==> src/rtl/pbus_wait_pkg.sv <==
package pbus_wait_pkg;
  localparam int REG_W        = 32;
  localparam int NUM_CS       = 3;
  localparam int CNT_W        = 3;
  localparam int DIV_W        = 2;
  localparam int NUM_IRQ      = 4;
  localparam int NUM_RANGE    = NUM_CS + 1;
  localparam int SEL_W        = $clog2(NUM_RANGE);
  localparam int DIV_LSB      = NUM_RANGE * CNT_W;
  localparam int RSVD_LSB     = DIV_LSB + DIV_W;
  localparam int MODE_BIT     = 23;
  localparam int IRQ_POL_LSB  = 24;
  localparam int CS_POL_LSB   = IRQ_POL_LSB + NUM_IRQ;
  localparam int HIRQ_POL_BIT = CS_POL_LSB + NUM_CS;

  typedef enum logic {ST_IDLE, ST_BUSY} acc_state_e;

  function automatic logic [REG_W-1:0] wr_mask_f();
    logic [REG_W-1:0] m;
    m = '0;
    for (int i = 0; i < RSVD_LSB; i++) m[i] = 1'b1;
    for (int i = IRQ_POL_LSB; i < REG_W; i++) m[i] = 1'b1;
    return m;
  endfunction

  localparam logic [REG_W-1:0] WR_MASK = wr_mask_f();
endpackage

==> src/rtl/pbus_cfg_reg.sv <==
module pbus_cfg_reg
  import pbus_wait_pkg::*;
#(
  parameter int W = REG_W
) (
  input  logic         clk,
  input  logic         rst_n,
  input  logic         mode_strap,
  input  logic         wr_en,
  input  logic [W-1:0] wdata,
  output logic [W-1:0] rdata,
  output logic [W-1:0] cfg_q,
  output logic         bus_mode
);
  logic mode_q;
  logic [W-1:0] word_q;

  // strap captured on every edge while reset is held
  always_ff @(posedge clk) begin
    if (!rst_n) mode_q <= mode_strap;
  end

  always_ff @(posedge clk or negedge rst_n) begin
    if (!rst_n)     word_q <= '0;
    else if (wr_en) word_q <= wdata & W'(WR_MASK);
  end

  assign bus_mode = mode_q;
  assign cfg_q    = word_q;
  assign rdata    = mode_q ? word_q : (W'(1) << MODE_BIT);
endmodule

==> src/rtl/pbus_tick_div.sv <==
module pbus_tick_div #(
  parameter int DW = 2
) (
  input  logic          clk,
  input  logic          rst_n,
  input  logic          restart,
  input  logic          run,
  input  logic [DW-1:0] div_code,
  output logic          tick
);
  logic [DW-1:0] phase_q;

  // divisor is code+1: the tick fires when the phase reaches the code
  assign tick = run && (phase_q == div_code);

  always_ff @(posedge clk or negedge rst_n) begin
    if (!rst_n)       phase_q <= '0;
    else if (restart) phase_q <= '0;
    else if (run)     phase_q <= tick ? '0 : phase_q + 1'b1;
    else              phase_q <= '0;
  end
endmodule

==> src/rtl/pbus_access_fsm.sv <==
module pbus_access_fsm
  import pbus_wait_pkg::*;
#(
  parameter int NCS = NUM_CS,
  parameter int CW  = CNT_W,
  parameter int DW  = DIV_W,
  parameter int SW  = SEL_W
) (
  input  logic           clk,
  input  logic           rst_n,
  input  logic           bus_mode,
  input  logic           req_valid,
  input  logic [SW-1:0]  req_sel,
  input  logic [CW-1:0]  sel_cnt,
  input  logic [DW-1:0]  div_live,
  input  logic [NCS-1:0] pol_live,
  input  logic           tick,
  output logic           req_ready,
  output logic           restart,
  output logic           busy,
  output logic [DW-1:0]  div_lat,
  output logic           done,
  output logic [NCS-1:0] cs_out
);
  acc_state_e    state_q;
  logic [CW-1:0] target_q, ticks_q;
  logic [SW-1:0] sel_q;
  logic [NCS-1:0] pol_q, pol_src;
  logic          done_q, last_tick;

  assign busy      = (state_q == ST_BUSY);
  assign req_ready = bus_mode && !busy;
  assign restart   = req_valid && req_ready;
  assign last_tick = busy && tick && (ticks_q == target_q - 1'b1);
  assign done      = done_q;

  always_ff @(posedge clk or negedge rst_n) begin
    if (!rst_n) begin
      state_q  <= ST_IDLE;
      target_q <= '0;
      ticks_q  <= '0;
      sel_q    <= '0;
      pol_q    <= '0;
      div_lat  <= '0;
      done_q   <= 1'b0;
    end else begin
      done_q <= 1'b0;
      if (restart) begin
        state_q  <= ST_BUSY;
        target_q <= (sel_cnt == '0) ? CW'(1) : sel_cnt;
        ticks_q  <= '0;
        sel_q    <= req_sel;
        pol_q    <= pol_live;
        div_lat  <= div_live;
      end else if (last_tick) begin
        state_q <= ST_IDLE;
        done_q  <= 1'b1;
      end else if (busy && tick) begin
        ticks_q <= ticks_q + 1'b1;
      end
    end
  end

  assign pol_src = busy ? pol_q : pol_live;

  for (genvar g = 0; g < NCS; g++) begin : g_cs
    assign cs_out[g] = (busy && sel_q == SW'(g)) ? pol_q[g] : ~pol_src[g];
  end
endmodule

==> src/rtl/pbus_irq_norm.sv <==
module pbus_irq_norm #(
  parameter int N = 5
) (
  input  logic [N-1:0] raw,
  input  logic [N-1:0] level,
  output logic [N-1:0] act
);
  for (genvar g = 0; g < N; g++) begin : g_bit
    assign act[g] = (raw[g] == level[g]);
  end
endmodule

==> src/rtl/pbus_wait_ctrl.sv <==
module pbus_wait_ctrl
  import pbus_wait_pkg::*;
#(
  parameter int NCS = NUM_CS,
  parameter int NIRQ = NUM_IRQ
) (
  input  logic              clk,
  input  logic              rst_n,
  input  logic              mode_strap,
  input  logic              cfg_wr_en,
  input  logic [REG_W-1:0]  cfg_wdata,
  output logic [REG_W-1:0]  cfg_rdata,
  input  logic              req_valid,
  output logic              req_ready,
  input  logic [SEL_W-1:0]  req_sel,
  output logic              acc_done,
  output logic              acc_strobe,
  output logic [NCS-1:0]    cs_out,
  input  logic [NIRQ-1:0]   irq_raw,
  output logic [NIRQ-1:0]   irq_act,
  input  logic              host_irq_raw,
  output logic              host_irq_act
);
  localparam int NR = NCS + 1;

  logic [REG_W-1:0] cfg_q;
  logic             bus_mode, tick, restart, busy;
  logic [DIV_W-1:0] div_lat;
  logic [CNT_W-1:0] cnt_arr [NR];

  for (genvar g = 0; g < NR; g++) begin : g_cnt
    assign cnt_arr[g] = cfg_q[g*CNT_W +: CNT_W];
  end

  pbus_cfg_reg #(.W(REG_W)) u_cfg (
    .clk(clk), .rst_n(rst_n), .mode_strap(mode_strap),
    .wr_en(cfg_wr_en), .wdata(cfg_wdata), .rdata(cfg_rdata),
    .cfg_q(cfg_q), .bus_mode(bus_mode)
  );

  pbus_tick_div #(.DW(DIV_W)) u_div (
    .clk(clk), .rst_n(rst_n), .restart(restart), .run(busy),
    .div_code(div_lat), .tick(tick)
  );

  pbus_access_fsm #(.NCS(NCS), .CW(CNT_W), .DW(DIV_W), .SW(SEL_W)) u_fsm (
    .clk(clk), .rst_n(rst_n), .bus_mode(bus_mode),
    .req_valid(req_valid), .req_sel(req_sel),
    .sel_cnt(cnt_arr[req_sel]),
    .div_live(cfg_q[DIV_LSB +: DIV_W]),
    .pol_live(cfg_q[CS_POL_LSB +: NCS]),
    .tick(tick), .req_ready(req_ready), .restart(restart),
    .busy(busy), .div_lat(div_lat), .done(acc_done), .cs_out(cs_out)
  );

  assign acc_strobe = busy;

  pbus_irq_norm #(.N(NIRQ + 1)) u_irq (
    .raw({host_irq_raw, irq_raw}),
    .level({cfg_q[HIRQ_POL_BIT], cfg_q[IRQ_POL_LSB +: NIRQ]}),
    .act({host_irq_act, irq_act})
  );
endmodule

==> config.mk <==
export PLATFORM = sky130hd
export DESIGN_NAME = pbus_wait_ctrl
export DESIGN_NICKNAME = d
export VERILOG_FILES = /design/src/rtl/pbus_wait_pkg.sv /design/src/rtl/pbus_cfg_reg.sv /design/src/rtl/pbus_tick_div.sv /design/src/rtl/pbus_access_fsm.sv /design/src/rtl/pbus_irq_norm.sv /design/src/rtl/pbus_wait_ctrl.sv
export SDC_FILE = /design/constraint.sdc
export NUM_CORES = 1
export LEC_CHECK = 0
export ABC_CLOCK_PERIOD_IN_PS = 1390
export CAP_MARGIN = 20
export CORE_MARGIN = 10
export CORE_UTILIZATION = 56
export CTS_CLUSTER_SIZE = 12
export DETAILED_ROUTE_END_ITERATION = 8
export DONT_BUFFER_PORTS = 1
export GPL_TIMING_DRIVEN = 0
export PLACE_DENSITY = 0.74
export SLEW_MARGIN = 20
export SYNTH_ARGS = -nofsm -noshare
export SYNTH_HDL_FRONTEND = slang
export SYNTH_SLANG_ARGS = --single-unit
==> constraint.sdc <==
create_clock -name clk -period 1.39 [get_ports clk]
set_input_delay 0.139 -clock clk [delete_from_list [all_inputs] [get_ports clk]]
set_output_delay 0.139 -clock clk [all_outputs]
set_load 0.01 [all_outputs]
* Word-level counts from Yosys, hierarchy flattened
Cells that the tools add are included.
Storage, ports and cells: input bits 44, output and inout bits 43, logic and storage cells 61, flip-flop bits (word level) 40
Cells by class: equal/unequal tests 10, $add $sub $neg 3, bitwise gates (word level) 4, reduce and logical (&&, ||, !) cells 14, mux-type cells 19, magnitude comparators 1
Operators by type and width (number):
- two-way mux 32 bit | 1
- two-way mux 3 bit | 7
- logical AND 1 bit | 8
- two-way mux 1 bit | 7
- binary-select mux 3 bit (select 2 bit) | 1
- two-way mux 2 bit | 3
- == test 1 bit | 5
- nonzero test 2 bit | 2
- adder 3 x 1 -> 3 bit, second input constant | 1
- == test 3 bit | 1
- greater-or-equal comparator 3 bit, second input constant | 1
- logical NOT 3 bit | 1
- inverter 1 bit | 3
- inverter 2 -> 3 bit | 1
- subtractor 3 x 1 -> 3 bit, second input constant | 1
- adder 2 x 1 -> 2 bit, second input constant | 1
- == test 2 x 1 -> 1 bit, second input constant | 1
- == test 2 bit | 1
- == test 2 bit, second input constant | 1
- logical NOT 2 bit | 1
- != test 2 bit, second input constant | 1
- AND reduction 2 bit | 1
- logical NOT 1 bit | 1

* Logic depth before layout (Yosys ltp)
depth in word-level cells 6, depth in mapped cells 6, gate-level depth less buffers 6

* Cells and area by module
Synthesis repeated with hierarchy kept, for this count alone.
Unflattened totals: cells, all modules 180, area, all modules 2187.1 um2
By module, submodules not included:
- pbus_cfg_reg | cells an instance 93, area each 1149.9 um2, sequential area each 580.6 um2, times used 1
- pbus_access_fsm | cells an instance 67, area each 795.8 um2, sequential area each 375.4 um2, times used 1
- pbus_tick_div | cells an instance 12, area each 118.9 um2, sequential area each 50.0 um2, times used 1
- pbus_wait_ctrl | cells an instance 3, area each 78.8 um2, sequential area each 0.0 um2, times used 1
- pbus_irq_norm | cells an instance 5, area each 43.8 um2, sequential area each 0.0 um2, times used 1

* Least setup slack after synthesis
Ideal clock, no wire load.
path type register to register, start reg u_fsm.target_q[0], end reg u_fsm.ticks_q[1], arrival 1317 ps, stages on the path, launching flop included 7, slack -47 ps, required time 1270 ps, setup time 120 ps, path through dfrtp_1 > inv_1 > ha_1 > xnor3_1 > nand3_2 > and3_1 > a31o_1
On the way: cells in the longest elaborated chain, start to end 5
Ends and longest elaborated chain:
- start, declared | RTL line pbus_access_fsm.sv:26 | logic [CW-1:0] target_q, ticks_q;
- start signal, assigned | RTL line pbus_access_fsm.sv:50 | target_q <= (sel_cnt == '0) ? CW'(1) : sel_cnt;
- subtractor 3 x 1 -> 3 bit | RTL line pbus_access_fsm.sv:34 | assign last_tick = busy && tick && (ticks_q == target_q - 1'b1);
- == test 3 bit | RTL line pbus_access_fsm.sv:34
- logical AND 1 bit | RTL line pbus_access_fsm.sv:34
- != test 2 bit (no line)
- AND reduction 2 bit (no line)
- end signal, assigned | RTL line pbus_access_fsm.sv:59 | ticks_q <= ticks_q + 1'b1;
- end, declared | RTL line pbus_access_fsm.sv:26
Every way passes these cells. A chain may end at the register's enable or synchronous reset.

* Final worst setup path
start reg u_fsm.sel_q[1], end out cs_out[0]
On the way: cells in the longest elaborated chain, start to end 3
Ends and longest elaborated chain:
- start, declared | RTL line pbus_access_fsm.sv:27 | logic [SW-1:0] sel_q;
- start signal, assigned | RTL line pbus_access_fsm.sv:52 | sel_q <= req_sel;
- logical NOT 2 bit | RTL line pbus_access_fsm.sv:67 | assign cs_out[g] = (busy && sel_q == SW'(g)) ? pol_q[g] : ~pol_src[g];
- logical AND 1 bit | RTL line pbus_access_fsm.sv:67
- two-way mux 1 bit | RTL line pbus_access_fsm.sv:67
- end, declared | RTL line pbus_wait_ctrl.sv:18 | output logic [NCS-1:0] cs_out,
Every way passes these cells.

==> metrics.yaml <==
run_status: "complete, but fails checks"
failed_checks: "setup timing"
initial_core_util_pct: 58.9
core.rowCount: 21
synth.yosys.seq_area_share_pct: 50.0
endpoint_kind: "output port"
cts_tree: "yes"
grt-ovfl-total: 0
worstReg2RegEnd: "u_fsm.ticks_q[1]"
fp.dieArea_um2: 6390
detail_route.iter0.violations: 31
final_cell_area_excluding_filler_cells_um2: 2760
timing.critical_path.arrival_ns: 1.36
cts-root-to-sink-buffers: 2
top_level_ports: 87
share_of_async_settable_or_async_resettable_flops_after_synthesis_pct: 97.5
viasPerCell: 5.29
setup.worst_path.start_class: "register"
core_area_um2: 3420
first_global_vias: 1543
drive_gt1_share_pct: 49.3
floorplan.die.height_um: 79.9
place.port_buffers: 0
cp_slowest_cell: "sky130_fd_sc_hd__dfrtp_1"
finalSetupViolCount: 36
power.ir.vdd_worst_v: 0.000887
achievable-frequency_ghz: 0.668
worstSkewPairLatency_ns: 0.35
timing.reg2reg.setup_slack_ns: -0.08
critical_path.top_delay_family: "simple AND/OR/NAND/NOR gates"
antenna_violations_before_repair: 0
netlist_instances: 163
clockRootBuffer: "sky130_fd_sc_hd__clkbuf_4"
grt_pass1_wl_mm: 7.65
clk_pin_slew_worst_paths_ns: 0.14
rsz_0062_raised_after_global_routing: "yes"
drt_wl_total_mm: 5.24
hold_path_startpoint: "req_sel[1]"
grt_start_max_net_pins: 41
grt_use_total_pct: 15.0
yosysUniqueCellTypes: 30
p_leak_nw: 1.28
worst_hold_path.endpoint: "u_fsm.target_q[0]"
drt_pre_antenna_iters: 4
n_antenna_cell: 0
period_share_pct: 108
crit_path_start: "u_fsm.sel_q[1]"
cp_data_required_time_ns: 1.25
cts.sinks: 40
crit_path_max_incr_delay_ns: 0.44
sequential_cell_area_um2: 1010
synth_edf_count: 1
synth_warnings: 0
wire_per_inst_um: 19.8
num-fill-cells: 193
syn2layout_area_growth_pct: 37.3
timing.critical_path.fanout_max: 5
fp.dieW_um: 79.9
htree_levels: 2
layout.nets: 264
globalplace.congestion: 0.721
dpl_cell_area_um2: 2100
worst-setup-path-type: "reg -> out"
chain_of_cells_forming_the_critical_path: "or3_4 -> nand3_2 -> o21ai_2"
multi_input_comb_area_um2: 1070
synth-main-ff-cell: "sky130_fd_sc_hd__dfrtp_1"
final.hold.worst_slack_ns: 0.145
setup_slack_ns: -0.107
skew_final_ns: 0.0203
final_period_minus_worst_setup_slack_ns: 1.50
cts-buffers-inserted: 5
critical_path_buf_inv_count: 0
post_synth_design_cell_area_um2: 2010
p_per_area_nw_per_um2: 1540
final_hold_fails: 0
routed_via_count: 1402
hp-class: "in -> reg"
maxCapViolCount: 0
min_delay_path_depth: 3
hpwl_after_dpl_mm: 3.33
route.antenna.remaining_nets: 0
finalMaxSlewViolations: 0
synth-seq-cells: 40
synth_area_per_cell_um2: 12.3
remaining_drc_errors: 0
reg2reg_depth: 6
r2r_start: "u_fsm.target_q[1]"
-- worst max path at each step --
stage	endpoint	slack, ns	cells past startpoint
finish	cs_out[0]	-0.11	3
global route	cs_out[0]	-0.18	3
CTS	u_fsm.ticks_q[1]	-0.11	6
detailed placement	u_fsm.pol_q[0]	-0.18	4
global placement	u_fsm.pol_q[1]	-0.17	4
floorplan	u_fsm.ticks_q[1]	0.009	6
-- logic make-up after synthesis --
group                      synth area share, %
adders and majority gates                 1.24
AOI/OAI and AO/OA                         1.93
other                                    0.187
muxes                                     21.9
DFF                                       50.0
buffers and inverters                     5.72
xor gates and xnor gates                  6.35
and+or+nand+nor                           12.6
-- cell usage after synthesis (2+ instances only) --
cell type / n / area [um^2]
sky130_fd_sc_hd__xor2_1: 2 / 17.5
sky130_fd_sc_hd__dfrtp_1: 39 / 976
sky130_fd_sc_hd__nand3_1: 3 / 15.0
sky130_fd_sc_hd__buf_4: 9 / 67.6
sky130_fd_sc_hd__and2_1: 22 / 138
sky130_fd_sc_hd__xnor2_1: 10 / 87.6
sky130_fd_sc_hd__and3_1: 2 / 12.5
sky130_fd_sc_hd__mux2_2: 31 / 349
sky130_fd_sc_hd__mux4_2: 2 / 45.0
sky130_fd_sc_hd__nor2b_1: 2 / 12.5
sky130_fd_sc_hd__mux2i_1: 2 / 20.0
sky130_fd_sc_hd__nand2_1: 7 / 26.3
sky130_fd_sc_hd__ha_1: 2 / 25.0
sky130_fd_sc_hd__inv_1: 4 / 15.0
sky130_fd_sc_hd__nor2_1: 4 / 15.0
sky130_fd_sc_hd__clkbuf_1: 3 / 11.3
sky130_fd_sc_hd__o21ai_0: 5 / 25.0
sky130_fd_sc_hd__buf_2: 2 / 10.0
-- layout by cell type (no fill, tap or decap), types with 2 or more instances in the layout --
master	count
sky130_fd_sc_hd__dlygate4sd3_1	28
sky130_fd_sc_hd__nor2_1	4
sky130_fd_sc_hd__xnor2_1	10
sky130_fd_sc_hd__nand2_2	2
sky130_fd_sc_hd__dfrtp_1	39
sky130_fd_sc_hd__nand2_1	5
sky130_fd_sc_hd__mux2_2	22
sky130_fd_sc_hd__buf_12	2
sky130_fd_sc_hd__clkbuf_4	5
sky130_fd_sc_hd__o21ai_2	3
sky130_fd_sc_hd__o21ai_0	2
sky130_fd_sc_hd__mux2i_1	2
sky130_fd_sc_hd__clkinvlp_4	2
sky130_fd_sc_hd__and2_4	22
sky130_fd_sc_hd__inv_2	3
sky130_fd_sc_hd__mux4_2	2
sky130_fd_sc_hd__nand3_2	2
sky130_fd_sc_hd__buf_2	2
sky130_fd_sc_hd__nand3_1	2
sky130_fd_sc_hd__mux2_4	9
sky130_fd_sc_hd__buf_4	12
sky130_fd_sc_hd__conb_1	9
sky130_fd_sc_hd__buf_6	9
-- worst reg2reg max path, delay by kind of cell, from the launching register on --
kind                       cells  cell delay, ns
AOI/OAI and AO/OA              1            0.17
xor gates and xnor gates       1            0.15
adders and majority gates      1            0.27
buffers and inverters          1            0.07
DFF                            1            0.39
and+or+nand+nor                2            0.33
-- report_power, final --
group / switching (mW) / internal (mW) / total (mW)
combinational: 0.824 / 1.03 / 1.85
clock: 0.392 / 0.246 / 0.639
sequential: 0.294 / 1.47 / 1.76
total: 1.51 / 2.74 / 4.25
-- timing repair --
item / in CTS / in global routing
resized for setup: 21 / 48
hold endpoints to repair: 65 / 0
hold buffers: 29 / 0
setup endpoints to repair: 37 / 40
gates cloned: 0 / 2
pin swaps: 3 / 3
buffers inserted: 6 / 3
-- area by class of cell --
class                   instances  area share, %
inverters                       4          0.544
repair buffers                 40           15.3
well taps                      46           2.09
clock buffers                   6           1.86
clock inverters                 2          0.544
plain buffers                  15           4.35
multi-input cells             112           38.9
flip-flops and latches         40           36.4
-- metrics by stage --
stage	setup TNS, ns	utilization, %	cells	setup slack, ns	power [mW]
final	-0.898	80.8	265	-0.107	4.25
after global routing	-2.63	80.8	265	-0.177	4.51
after CTS	-0.732	75.5	260	-0.111	3.96
after detailed placement	-1.12	61.4	217	-0.185	3.04
after global placement	-0.825	61.4	217	-0.170	2.94
after floorplan	0	-	171	0.00944	2.77
-- layer usage --
layer | global-route usage, % | wire length [um] | up-vias | part of all wire, %
met1 | 17.1 | 2080 | 703 | 40
met5 | 0 | 0 | - | 0
met2 | 24.7 | 2670 | 53 | 51
li1 | - | - | 641 | -
met4 | 4.05 | 31 | 0 | 0.59
met3 | 6.87 | 456 | 5 | 8.7
-- registers in the layout (all words and copies together), names as in the netlist --
name / cells
u_cfg.bus_mode: 1
u_fsm.target_q: 3
u_fsm.pol_q: 3
u_fsm.div_lat: 2
u_fsm.busy: 1
u_cfg.cfg_q: 22
u_fsm.ticks_q: 3
u_div.phase_q: 2
u_fsm.done: 1
u_fsm.sel_q: 2
No activity file was read; power rests on OpenSTA's default activity.
